## src/rtl/jkreg_pkg.sv

```systemverilog
package jkreg_pkg;

  typedef enum logic [1:0] {
    JK_CLEAR  = 2'b00,
    JK_HOLD   = 2'b01,
    JK_TOGGLE = 2'b10,
    JK_SET    = 2'b11
  } jk_action_t;

  function automatic jk_action_t jk_decode(input logic j, input logic kn);
    jk_action_t a;
    case ({j, kn})
      2'b00:   a = JK_CLEAR;
      2'b01:   a = JK_HOLD;
      2'b10:   a = JK_TOGGLE;
      default: a = JK_SET;
    endcase
    return a;
  endfunction

endpackage

```

## src/rtl/jkreg_first_stage.sv

```systemverilog
module jkreg_first_stage
  import jkreg_pkg::*;
(
  input  logic j_in,
  input  logic kn_in,
  input  logic cur_q0,
  output logic ser_next
);
  jk_action_t act;

  always_comb begin
    act = jk_decode(j_in, kn_in);
    case (act)
      JK_CLEAR:  ser_next = 1'b0;
      JK_SET:    ser_next = 1'b1;
      JK_HOLD:   ser_next = cur_q0;
      JK_TOGGLE: ser_next = ~cur_q0;
      default:   ser_next = 1'b0;
    endcase
  end
endmodule

```

## src/rtl/jkreg_stage.sv

```systemverilog
module jkreg_stage (
  input  logic clk,
  input  logic rst,
  input  logic load_n,
  input  logic par_bit,
  input  logic ser_bit,
  output logic d_next,
  output logic q_bit
);
  always_comb d_next = load_n ? ser_bit : par_bit;

  always_ff @(posedge clk or posedge rst) begin
    if (rst) q_bit <= 1'b0;
    else     q_bit <= d_next;
  end
endmodule

```

## src/rtl/jkreg_last_out.sv

```systemverilog
module jkreg_last_out (
  input  logic clk,
  input  logic rst,
  input  logic last_next,
  output logic q_last_n
);
  always_ff @(posedge clk or posedge rst) begin
    if (rst) q_last_n <= 1'b1;
    else     q_last_n <= ~last_next;
  end
endmodule

```

## src/rtl/jkreg_shift4.sv

```systemverilog
module jkreg_shift4 #(
  parameter int WIDTH = 4
) (
  input  logic             clk,
  input  logic             rst,
  input  logic             load_n,
  input  logic             j_in,
  input  logic             kn_in,
  input  logic [WIDTH-1:0] par_d,
  output logic [WIDTH-1:0] q,
  output logic             q_last_n
);
  localparam int LAST = WIDTH - 1;

  logic [WIDTH-1:0] ser_in;
  logic [WIDTH-1:0] nxt;
  logic             first_ser;

  jkreg_first_stage u_first (
    .j_in    (j_in),
    .kn_in   (kn_in),
    .cur_q0  (q[0]),
    .ser_next(first_ser)
  );

  always_comb begin
    ser_in[0] = first_ser;
    for (int i = 1; i < WIDTH; i++) ser_in[i] = q[i-1];
  end

  for (genvar g = 0; g < WIDTH; g++) begin : g_stage
    jkreg_stage u_stage (
      .clk    (clk),
      .rst    (rst),
      .load_n (load_n),
      .par_bit(par_d[g]),
      .ser_bit(ser_in[g]),
      .d_next (nxt[g]),
      .q_bit  (q[g])
    );
  end

  jkreg_last_out u_last (
    .clk      (clk),
    .rst      (rst),
    .last_next(nxt[LAST]),
    .q_last_n (q_last_n)
  );
endmodule

```

## config.mk

```make
export PLATFORM = sky130hd
export DESIGN_NAME = jkreg_shift4
export DESIGN_NICKNAME = d
export VERILOG_FILES = /design/src/rtl/jkreg_pkg.sv /design/src/rtl/jkreg_first_stage.sv /design/src/rtl/jkreg_stage.sv /design/src/rtl/jkreg_last_out.sv /design/src/rtl/jkreg_shift4.sv
export SDC_FILE = /design/constraint.sdc
export NUM_CORES = 1
export LEC_CHECK = 0
export CORE_AREA = 2 2 39 41
export DETAILED_ROUTE_END_ITERATION = 10
export DIE_AREA = 0 0 41 43
export PLACE_DENSITY_LB_ADDON = 0.05
export SLEW_MARGIN = 30
export SYNTH_ARGS = -nofsm -noshare
export SYNTH_HDL_FRONTEND = slang
export SYNTH_SLANG_ARGS = --single-unit
```

## constraint.sdc

```tcl
create_clock -name clk -period 0.9 [get_ports clk]
set_input_delay 0.18 -clock clk [delete_from_list [all_inputs] [get_ports clk]]
set_output_delay 0.18 -clock clk [all_outputs]
set_load 0.02 [all_outputs]
```

==> impl_results.md <==
* Pin count of the biggest net entering global routing at 6
* Adder and majority gate portion of the synthesized area at 0%
* Number of antenna repair diodes at 0
* Pleak at 0.1835 nW
* Cell accounting for the most synthesized area: dfrtp_1
* Die Wd at 41 microns
* Delay-heaviest family, CP: flip-flops
* Routed WL per cell at 8.521 microns
* Synth Register Bits at 5
* Number of maximum-capacitance constraint violations at 0
* Area after detailed placement at approximately 350 sq um
* Number of warnings reported in the yosys synthesis log at 0
* Fraction of the cycle the final worst path needs at 115.2%
* Final non-filler cell area at 389.1 sq um
* Initial antenna violation count at 0
* Post-synthesis compound-gate area fraction at 2.326%
* Launch point of the critical path: u_last.q_last_n$_DFF_PP1_
* Violated checks: setup timing
* Relative slew slack at just under 90%
* Main combinational cell family by area after synthesis: multiplexers
* First-pass iteration count of the detailed router at 1
* Ratio of cells with drive above 1 in the final layout at 40.63%
* Highest ir drop seen on vdd at between 600 and 700 uV
* Cell breakdown of the critical path: buf_6
* Number of port buffers at 13
* Root buf cell: clkbuf_4
* Area of the die at 1763 sq um
* Starting DRT DRC Count at 0
* GP Congestion at approximately 0.57
* Number of global-route vias before repair at 165
* Std-Cell Rows at 14
* Global-route wire length before repair at 690 microns
* Result of the run: finished, violations left
* Post-Synth Simple-Gate Area at 1.744%
* Flip-flop and latch area at between 100 and 150 sq um
* Delay contributed by the slowest stage of the critical path at 0.52 ns
* Data arrival, critical path at approximately 0.86 ns
* Synth area leaders: dfrtp_1 (47%), buf_4 (14%), dfstp_2 (12%)
* Global route overflow at 0
* Worst EP required at 0.72 ns
* Setup TNS at -0.2527 ns
* H-tree levels at 1
* Hold Buf Count CTS at 0
* Minimum setup slack in the final design at -0.1366 ns
* Final setup violation count at 5
* Startpoint of the worst-slack reg-to-reg timing path: g_stage[0].u_stage.q_bit$_DFFE_PP0P_
* Total routed wirelength at 409 microns
* Number of nets produced by synthesis at 26
* Clock tree buffer depth at 2
* Crit path kind: reg2out
* Xor-xnor portion of the synthesized cell area at 0%
* Placeable core region at about 1400 sq um
* Vias after detailed routing at approximately 160
* Critical Path Slowest Stage Cell: dfstp_2
* Final hold violation count at 0
* Initial standard-cell utilization of the core at between 10% and 20%
* Fraction of post-synthesis cell area in the top cell type by area at between 40% and 50%
* Critical path buffers and inverters at 1
* Count of unresolved DRC violations after routing at 0
* Count of unique library cells instantiated by Yosys at 8
* Post-synthesis mux area share at about a fifth
* Clock Sink Count at 5
* Tightest Pin Transition at between 0.15 and 0.2 ns
* Final net count at 42
* Multi-input gate area in the final layout at 55.05 sq um
* Pre-CTS setup slack at -0.3603 ns
* Clock tree from TritonCTS: built
* DRT antenna net count at 0
* Final number of max-transition violations at 0
* Fin Clk Skew at 0.002558 ns
* Maximum clock frequency at between 900 and 1000 MHz
* Number of buffers inserted during clock tree synthesis at 3
* Sort of element at the start of the critical path: register
* Time the final worst path needs with I/O delays and setup at 1.037 ns
* Endpoint type of the worst setup path: output port
* Post-synthesis cell area at 215.2 sq um
* Number of placed I/O pins at 14
* Die Ht at between 40 and 50 microns
* Hold/Removal Path Class: in2async
* Final Total Pwr at 0.6763 mW
* Post-synthesis instance total at 17
* Worst-path fanout max at 1
* Clk slew on worst S/H paths at 0.04 ns
* Layout fillers at 149
* Post-CTS repair timing setup buffer count at 0
* Overall track demand over capacity in global routing at under 10%
* Clock insertion delay at the later pin of the skew report at 0.23 ns
* Mean post-synth cell area at 12.66 sq um
* Ratio of routed vias to standard cells at approximately 3.2
* Area delta synth->final at 80.81%
* Power Dens Cells at 1738 nW/um^2
* Share of the yosys chip area belonging to registers at 58.72%
* Setup repair after global routing missed its margin: yes
==> final cells by class <==
| class | count | share of cell area, % |
|---|---|---|
| repair buffers | 15 | 39.55 |
| multi-input cells | 6 | 14.15 |
| inverters | 2 | 1.929 |
| flip-flops and latches | 5 | 32.48 |
| well taps | 16 | 5.145 |
| clock buffers | 4 | 6.752 |
==> metal layers <==
| metal | global-route usage (%) | share of wire [%] | wire length (microns) |
|---|---|---|---|
| met1 | 7.792 | 45 | 185 |
| met2 | 7.187 | 46 | 189 |
| met3 | 4.712 | 8.3 | 34 |
| met4 | 6.000 | 0 | 0 |
| met5 | 0 | 0 | 0 |
==> timing repair <==
| item | 4_1_cts | 5_1_grt |
|---|---|---|
| resized for setup | 32 | 1 |
| setup endpoints to repair | 8 | 7 |
| pin swaps | 0 | 1 |
==> through the flow <==
stage,hold slack (ns),cells,utilization [%]
floorplan,-0.04221,17,-
global placement,0.4022,44,25.32
detailed placement,0.4042,44,25.32
CTS,0.1573,48,27.85
global route,0.1664,48,28.12
finish,0.1481,48,28.12
==> worst register-to-register path: stages (launching register included) <==
cell	delay, ns
dfrtp_1	0.39
buf_6	0.13
mux2_4	0.25
==> report_power, final <==
group | switching (mW) | internal, mW | total, mW
Combinational | 0.0600 | 0.0978 | 0.158
Clock | 0.0862 | 0.167 | 0.253
Sequential | 0.0138 | 0.251 | 0.265
Total | 0.160 | 0.516 | 0.676
==> path summary, 6_finish.rpt <==
path,to,slack (ns),cells past startpoint
setup / recovery,q_last_n,-0.14,1
setup reg to reg,g_stage[1].u_stage.q_bit$_DFF_PP0_,0.01,2
min in group clk,u_last.q_last_n$_DFF_PP1_,0.40,2
max in group asynchronous,u_last.q_last_n$_DFF_PP1_,0.51,2
hold / removal,g_stage[0].u_stage.q_bit$_DFFE_PP0P_,0.15,2
hold reg to reg,u_last.q_last_n$_DFF_PP1_,0.46,1
==> cells by family after synthesis <==
| group | count (synthesis) |
|---|---|
| buffers and inverters | 6 |
| flip-flops | 5 |
| multiplexers | 4 |
| AO/OA/AOI/OAI | 1 |
| AND/OR/NAND/NOR | 1 |
==> state kept, by name, summed over array words and instances (netlist names) <==
signal	cells
g_stage.u_stage.q_bit	4
u_last.q_last_n	1
==> Yosys cell counts <==
master   n
inv_1    2
mux2_2   2
buf_4    4
nor2_1   1
dfstp_2  1
a21oi_1  1
mux2i_1  2
dfrtp_1  4
==> cell usage in the layout, fill, tap and decap left out <==
master           Yosys  final
mux2i_1              2      2
clkdlybuf4s50_1      0      7
buf_4                4      1
clkbuf_1             0      1
dfstp_2              1      1
dfrtp_1              4      4
dlygate4sd2_1        0      1
buf_6                0      6
inv_1                2      2
clkbuf_4             0      3
mux2_2               2      1
mux2_4               0      1
nor2_1               1      1
a21oi_1              1      1
Note: power is estimated with default switching activity, not from simulation.
